File: src/rtl/fetch_pkg.sv
package fetch_pkg;

   typedef enum logic [2:0] {
      ST_ADDR  = 3'd0,
      ST_READ  = 3'd1,
      ST_CAPT  = 3'd2,
      ST_XFER  = 3'd3,
      ST_CLOSE = 3'd4,
      ST_DONE  = 3'd5,
      ST_IDLE  = 3'd6
   } fstep_t;

   typedef enum logic [1:0] {
      PCSEL_INC  = 2'b00,
      PCSEL_RSV1 = 2'b01,
      PCSEL_RSV2 = 2'b10,
      PCSEL_RSV3 = 2'b11
   } pcsel_t;

   typedef struct packed {
      logic   gate_pc;
      logic   gate_mdr;
      logic   ld_mar;
      logic   ld_mdr;
      logic   ld_ir;
      logic   ld_pc;
      logic   mem_en;
      logic   mem_rw;
      logic   done;
      pcsel_t pc_sel;
   } strobe_t;

   localparam strobe_t STROBE_IDLE = '{
      gate_pc: 1'b0, gate_mdr: 1'b0, ld_mar: 1'b0, ld_mdr: 1'b0,
      ld_ir: 1'b0, ld_pc: 1'b0, mem_en: 1'b0, mem_rw: 1'b0,
      done: 1'b0, pc_sel: PCSEL_INC};

endpackage

File: src/rtl/fetch_ctrl.sv
module fetch_ctrl
   import fetch_pkg::*;
(
   input  logic    clk,
   input  logic    rst,
   input  logic    start,
   output strobe_t strb
);

   fstep_t step_q, step_d;

   always_ff @(posedge clk) begin
      if (rst) step_q <= ST_ADDR;
      else     step_q <= step_d;
   end

   always_comb begin
      step_d = step_q;
      unique case (step_q)
         ST_ADDR:  step_d = ST_READ;
         ST_READ:  step_d = ST_CAPT;
         ST_CAPT:  step_d = ST_XFER;
         ST_XFER:  step_d = ST_CLOSE;
         ST_CLOSE: step_d = ST_DONE;
         ST_DONE:  step_d = start ? ST_ADDR : ST_IDLE;
         ST_IDLE:  step_d = start ? ST_ADDR : ST_IDLE;
         default:  step_d = ST_ADDR;
      endcase
   end

   always_comb begin
      strb = STROBE_IDLE;
      unique case (step_q)
         ST_ADDR: begin
            strb.gate_pc = 1'b1;
            strb.ld_mar  = 1'b1;
         end
         ST_READ: begin
            strb.mem_en = 1'b1;
            strb.mem_rw = 1'b1;
         end
         ST_CAPT: strb.ld_mdr = 1'b1;
         ST_XFER: begin
            strb.gate_mdr = 1'b1;
            strb.ld_ir    = 1'b1;
            strb.ld_pc    = 1'b1;
            strb.pc_sel   = PCSEL_INC;
         end
         ST_DONE: strb.done = 1'b1;
         default: strb = STROBE_IDLE;
      endcase
   end

endmodule

File: src/rtl/fetch_bus.sv
module fetch_bus #(
   parameter int DATA_W     = 16,
   parameter bit BUS_AND_OR = 1'b0
) (
   input  logic [DATA_W-1:0] pc_val,
   input  logic [DATA_W-1:0] mdr_val,
   input  logic              gate_pc,
   input  logic              gate_mdr,
   output logic [DATA_W-1:0] bus
);

   generate
      if (BUS_AND_OR) begin : g_andor
         assign bus = (pc_val & {DATA_W{gate_pc}}) | (mdr_val & {DATA_W{gate_mdr}});
      end else begin : g_mux
         always_comb begin
            unique case ({gate_pc, gate_mdr})
               2'b10:   bus = pc_val;
               2'b01:   bus = mdr_val;
               default: bus = '0;
            endcase
         end
      end
   endgenerate

endmodule

File: src/rtl/fetch_regs.sv
module fetch_regs
   import fetch_pkg::*;
#(
   parameter int              DATA_W   = 16,
   parameter logic [DATA_W-1:0] RESET_PC = '0,
   parameter int              PC_STEP  = 1
) (
   input  logic              clk,
   input  logic              rst,
   input  strobe_t           strb,
   input  logic [DATA_W-1:0] bus,
   input  logic [DATA_W-1:0] mem_rdata,
   output logic [DATA_W-1:0] pc_q,
   output logic [DATA_W-1:0] mar_q,
   output logic [DATA_W-1:0] mdr_q,
   output logic [DATA_W-1:0] ir_q
);

   localparam logic [DATA_W-1:0] STEP_V = DATA_W'(PC_STEP);

   logic [DATA_W-1:0] pc_next;

   always_comb begin
      unique case (strb.pc_sel)
         PCSEL_INC: pc_next = pc_q + STEP_V;
         default:   pc_next = pc_q;
      endcase
   end

   always_ff @(posedge clk) begin
      if (rst) begin
         pc_q  <= RESET_PC;
         mar_q <= '0;
         mdr_q <= '0;
         ir_q  <= '0;
      end else begin
         if (strb.ld_pc)  pc_q  <= pc_next;
         if (strb.ld_mar) mar_q <= bus;
         if (strb.ld_mdr) mdr_q <= mem_rdata;
         if (strb.ld_ir)  ir_q  <= bus;
      end
   end

endmodule

File: src/rtl/fetch_seq_top.sv
module fetch_seq_top
   import fetch_pkg::*;
#(
   parameter int              DATA_W     = 16,
   parameter logic [DATA_W-1:0] RESET_PC   = '0,
   parameter int              PC_STEP    = 1,
   parameter bit              BUS_AND_OR = 1'b0
) (
   input  logic              clk,
   input  logic              rst,
   input  logic              start,
   input  logic [DATA_W-1:0] mem_rdata,
   output logic              mem_en,
   output logic              mem_rw,
   output logic [DATA_W-1:0] mem_addr,
   output logic [DATA_W-1:0] bus,
   output logic              gate_pc,
   output logic              gate_mdr,
   output logic              ld_mar,
   output logic              ld_mdr,
   output logic              ld_ir,
   output logic              ld_pc,
   output logic [1:0]        pc_sel,
   output logic [DATA_W-1:0] pc,
   output logic [DATA_W-1:0] ir,
   output logic              done
);

   generate
      if (DATA_W < 4) begin : g_bad_width
         $error("fetch_seq_top: DATA_W must be at least 4");
      end
      if (PC_STEP < 1) begin : g_bad_step
         $error("fetch_seq_top: PC_STEP must be positive");
      end
   endgenerate

   strobe_t           strb;
   logic [DATA_W-1:0] pc_q, mar_q, mdr_q, ir_q;

   fetch_ctrl u_ctrl (
      .clk   (clk),
      .rst   (rst),
      .start (start),
      .strb  (strb)
   );

   fetch_bus #(.DATA_W(DATA_W), .BUS_AND_OR(BUS_AND_OR)) u_bus (
      .pc_val   (pc_q),
      .mdr_val  (mdr_q),
      .gate_pc  (strb.gate_pc),
      .gate_mdr (strb.gate_mdr),
      .bus      (bus)
   );

   fetch_regs #(.DATA_W(DATA_W), .RESET_PC(RESET_PC), .PC_STEP(PC_STEP)) u_regs (
      .clk       (clk),
      .rst       (rst),
      .strb      (strb),
      .bus       (bus),
      .mem_rdata (mem_rdata),
      .pc_q      (pc_q),
      .mar_q     (mar_q),
      .mdr_q     (mdr_q),
      .ir_q      (ir_q)
   );

   assign mem_en   = strb.mem_en;
   assign mem_rw   = strb.mem_rw;
   assign mem_addr = mar_q;
   assign gate_pc  = strb.gate_pc;
   assign gate_mdr = strb.gate_mdr;
   assign ld_mar   = strb.ld_mar;
   assign ld_mdr   = strb.ld_mdr;
   assign ld_ir    = strb.ld_ir;
   assign ld_pc    = strb.ld_pc;
   assign pc_sel   = strb.pc_sel;
   assign pc       = pc_q;
   assign ir       = ir_q;
   assign done     = strb.done;

endmodule

File: config.mk
export PLATFORM = sky130hd
export DESIGN_NAME = fetch_seq_top
export DESIGN_NICKNAME = d
export VERILOG_FILES = /design/src/rtl/fetch_pkg.sv /design/src/rtl/fetch_ctrl.sv /design/src/rtl/fetch_bus.sv /design/src/rtl/fetch_regs.sv /design/src/rtl/fetch_seq_top.sv
export SDC_FILE = /design/constraint.sdc
export NUM_CORES = 1
export LEC_CHECK = 0
export BUFFER_PORTS_ARGS = -buffer_cell sky130_fd_sc_hd__buf_2
export CORE_MARGIN = 1.5
export CORE_UTILIZATION = 40
export DETAILED_ROUTE_END_ITERATION = 12
export PLACE_DENSITY_LB_ADDON = 0.1
export SETUP_SLACK_MARGIN = 0.1
export SLEW_MARGIN = 20
export SYNTH_ARGS = -nofsm -noshare
export SYNTH_HDL_FRONTEND = slang
export SYNTH_HIERARCHICAL = 1
export SYNTH_SLANG_ARGS = --single-unit
File: constraint.sdc
create_clock -name clk -period 4.3 [get_ports clk]
set_clock_uncertainty 0.1 [all_clocks]
set_input_delay 0.43 -clock clk [delete_from_list [all_inputs] [get_ports clk]]
set_output_delay 0.43 -clock clk [all_outputs]
set_load 0.02 [all_outputs]
After elaboration in Yosys (flattened, before gate mapping)
Index checks and enable logic that the tools add are counted.

Reductions and logical operators: 2. Eq/ne operators: 8. Multiplexer cells: 9. Add/subtract/negate cells: 1.

Operator list (number): $pmux W16 S2 (1); $pmux W3 S6 (1); $add A16 B1 Y16 const B (1); $eq A3 B3 Y1 const B (3); $eq A3 B2 Y1 const B (2); $mux W1 (4); $mux W2 (2); $eq A3 B1 Y1 const B (1); $logic_not A3 Y1 (1); $mux W3 (1); $eq A2 B1 Y1 const B (1); $eq A2 B2 Y1 const B (1); $reduce_or A2 Y1 (1).

Register bits after elaboration: 67. Input port bits: 19.

Logic depth before layout (Yosys ltp)
Word-level depth: 4. Depth in mapped cells: 12. Depth with buffers taken out: 8.

Modules after synthesis
Netlist, hierarchy kept.

By module, submodules not included: fetch_regs (instances 1, area an instance 2396.0 um2, cells an instance 240); fetch_bus (instances 1, area an instance 331.6 um2, cells an instance 42); fetch_ctrl (instances 1, area an instance 227.7 um2, cells an instance 26).

Worst setup path after synthesis
OpenSTA, ideal clock, no wires.

Path kind: reg-to-output. Start: register u_ctrl.step_q[2]. End: output port bus[10]. Path buffers: 4. Arrival time: 2.301 ns. Stages on the path, launching flop included: 9. Slack: 1.469 ns. Data required time: 3.770 ns. Cell sequence: dfxtp_1 -> buf_2 -> nor3_1 -> buf_4 -> inv_1 -> ha_1 -> clkbuf_2 -> buf_2 -> nor2_1.

Cells in the longest elaborated chain, start to end: 4. Elaborated cells between the ends (all ways): 7.

Ends and longest elaborated chain: start, declared (RTL line fetch_ctrl.sv:10) `fstep_t step_q, step_d;`; start signal, assigned (RTL line fetch_ctrl.sv:14) `else step_q <= step_d;`; $logic_not A3 Y1 *; $mux W1 *; net ld_mar (RTL line fetch_seq_top.sv:19) `output logic ld_mar,`; $eq A2 B1 Y1 / $eq A2 B2 Y1 (equally long branches) (RTL line fetch_bus.sv:17) `unique case ({gate_pc, gate_mdr})`; $pmux W16 S2 * (RTL line fetch_bus.sv:17); end, declared (RTL line fetch_seq_top.sv:16) `output logic [DATA_W-1:0] bus,`.

The timed path passes the listed nets; every way through them passes the cells marked *.

Worst setup path after layout
Start: register u_ctrl.step_q[1]. End: output port bus[9].

Cells in the longest elaborated chain, start to end: 4. Elaborated cells between the ends (all ways): 7.

Ends and longest elaborated chain: $eq A3 B2 Y1 / $logic_not A3 Y1 (equally long branches) (RTL line fetch_ctrl.sv:33) `unique case (step_q)`; $mux W1 (RTL line fetch_ctrl.sv:33); $eq A2 B1 Y1 / $eq A2 B2 Y1 (equally long branches) (RTL line fetch_bus.sv:17); $pmux W16 S2 * (RTL line fetch_bus.sv:17).

Every way passes the cells marked *; elsewhere a longest branch is shown, timed or not.

==> flow_metrics.py <==
metrics = {
    "synthesis": {
        "synth_most_common_cell": "nor2_1",
        "synth_cell_type_count": 40,
        "synth_top_area_cell": "dfxtp_1",
        "synth.cell_area_um2": 2960,
        "netlist_top_cells_count": "nor2_1 (76), dfxtp_1 (67), mux2i_1 (48), a22oi_2 (11), clkbuf_1 (9)",
        "ys_seq_elements": 67,
        "async_reset_ff_share_pct": 0,
        "synth_area_leaders": "dfxtp_1 (45%), mux2i_1 (16%), nor2_1 (9.7%)",
        "synth_cells": 308,
        "netlist.area_leader.share_pct": 45.4,
        "synthFlopType": "dfxtp_1",
        "yosys_warnings": 6,
        "synth_edf_count": 0,
        "syn-mean-instance-area_um2": 9.60,
        "ys_seq_area_share_pct": 45.4,
    },
    "route": {
        "first_iter_violations": 117,
        "drc": 0,
        "via_per_inst": 4.88,
        "drt-total-wl_mm": 7.12,
        "avgRoutedWirePerCell_um": 14.6,
        "vias": 2388,
        "ant_nets": 0,
        "drt_pass1_iterations": 4,
    },
    "finish": {
        "antenna_cells": 0,
        "syn2layout_area_growth_pct": 21.3,
        "finish.net_count": 407,
        "drive_gt1_share_pct": 33.6,
        "utilization_pct": 49.7,
    },
    "floorplan": {
        "rows": 31,
        "dieHeight_um": 89.0,
        "chipWidth_um": 89.0,
        "io_pins": 94,
        "die-area_um2": 7910,
        "core_um2": 7210,
        "start_util_pct": 41.0,
    },
    "global_routing": {
        "antenna_found_initial": 0,
        "grt_overflow": 0,
        "grt_pass1_wl_mm": 10.7,
        "grt_pass1_vias": 2069,
        "grt_max_degree": 68,
        "grt_util_all_layers_pct": 17.9,
    },
    "sta": {
        "fin_setup_tns_ns": 0,
        "timing.final.crit_period_ns": 3.20,
        "fin_hold_ws_ns": 0.206,
        "fin_ws_ns": 1.10,
        "grt_setup_unrepaired": "no",
        "drv_slew": 0,
        "setup_viol": 0,
        "tightest_slew_ns": 0.826,
        "slew_headroom_pct": 44.9,
        "post-route-period-util_pct": 74.4,
        "finalHoldViolCount": 0,
        "clock.fmax_mhz": 313,
    },
    "clock_network": {
        "clockBufferDepth": 2,
        "cts.sink_count": 67,
        "cts.repair.resized": 0,
        "cts_hold_buf": 0,
        "cts_made_buffers": 9,
        "cts_tree": "yes",
        "cts.root.buffer_cell": "clkbuf_8",
        "postCtsSetupRepairBufs": 0,
        "htreeDepth": 3,
        "clk_latency_ns": 0.34,
        "clkTransAtPathRegs_ns": 0.07,
    },
    "worst_hold_path": {
        "min_path_type": "input port to flip-flop",
    },
    "placed_design": {
        "place_ws_ns": 1.43,
        "numPortBuffers": 91,
        "place.gp.congestion": 0.790,
        "place_hpwl_mm": 5.01,
    },
    "run_status": {
        "status": "finished, final reports clean",
    },
    "setup_path": {
        "end_kind": "output pin",
        "critPathLaunchType": "flip-flop",
        "crit_chain": "nand2_1 -> nor2_2 -> ha_1 -> a22oi_2 -> nor2_1 -> buf_2",
        "cp.arrival_ns": 2.67,
        "path_class": "flip-flop to output pin",
        "cpMaxStageDelayCell": "ha_1",
        "slowest_delay_ns": 0.73,
        "required_ns": 3.77,
        "cp_max_fo": 16,
    },
    "job": {
        "drv_cap": 0,
    },
    "power_and_ir_drop": {
        "max-vdd-ir-drop_uv": 213,
        "finalPower_mw": 1.31,
        "power-per-cell-area_nw_per_um2": 365,
        "p_leak_nw": 1.57,
    },
}
-- state kept, by name, indices dropped and copies added, names as in the netlist --
register       cells
u_regs/ir_q       16
u_regs/mar_q      16
u_regs/mdr_q      16
u_regs/pc_q       16
u_ctrl/step_q      3
-- logic make-up after synthesis --
group	after synthesis	synth area share [%]
AND/OR/NAND/NOR	113	17.4
flip-flops	67	45.4
multiplexers	48	16.3
buffers and inverters	33	6.86
AO/OA/AOI/OAI	31	9.19
XOR/XNOR	12	3.56
adder cells (fa/ha/maj)	3	1.27
other	1	0.127
-- layout make-up --
class | count | area (um2)
clock buffers | 10 | 128
clock inverters | 6 | 65.1
fillers | 714 | 3630
inverters | 2 | 7.51
multi-input cells | 209 | 1430
flip-flops and latches | 67 | 1340
well taps | 99 | 124
repair buffers | 96 | 493
-- where the power goes --
group / switching, mW / total, mW / leakage [nW] / internal (mW)
clock: 0.245 / 0.514 / 0.0966 / 0.269
sequential: 0.0134 / 0.646 / 0.541 / 0.632
combinational: 0.0929 / 0.148 / 0.934 / 0.0549
-- final timing paths --
| kind | from | end | slack (ns) | depth (start not counted) |
|---|---|---|---|---|
| worst max register to register | u_ctrl/step_q[1]$_SDFF_PP0_ | u_regs/pc_q[15]$_SDFFE_PP0P_ | 1.76 | 6 |
| worst max-delay path | u_ctrl/step_q[1]$_SDFF_PP0_ | bus[9] | 1.10 | 6 |
| worst min register to register | u_regs/mar_q[13]$_SDFFE_PP0P_ | u_regs/mar_q[13]$_SDFFE_PP0P_ | 0.39 | 2 |
| worst min-delay path | start | u_ctrl/step_q[1]$_SDFF_PP0_ | 0.21 | 2 |
-- worst max-delay path, delay by kind of cell, from the launching register on --
| family | cells | cell delay, ns |
|---|---|---|
| and+or+nand+nor | 3 | 0.71 |
| DFF | 1 | 0.51 |
| buffers and inverters | 1 | 0.23 |
| adders and majority gates | 1 | 0.73 |
| AOI/OAI and AO/OA | 1 | 0.16 |
-- per-layer routing --
layer  global-route usage (%)  routed length, um  share of wire (%)
met1                     24.1               3360                 47
met5                        0                  0                  0
met4                     6.85                 95                1.3
met2                     27.9               3300                 46
met3                     4.52                363                5.1
-- per-stage QoR --
| stage | cells | instance area, um2 |
|---|---|---|
| finish | 489 | 3590 |
| global route | 489 | 3590 |
| CTS | 489 | 3590 |
| detailed placement | 473 | 3390 |
| global placement | 473 | 3390 |
| floorplan | 309 | 2960 |
-- cells in the final DEF (no fill, tap or decap), types with 3 or more instances in the layout --
cell type,count
buf_2,91
nor2_1,75
dfxtp_1,67
mux2i_1,48
a22oi_2,11
clkbuf_8,9
nand2_1,7
xnor2_1,7
a21oi_1,6
buf_4,5
a22oi_1,5
nand3_1,5
xor2_1,5
nand4_1,5
ha_1,3
o21ai_0,3
(Power assumes the default switching activity.)
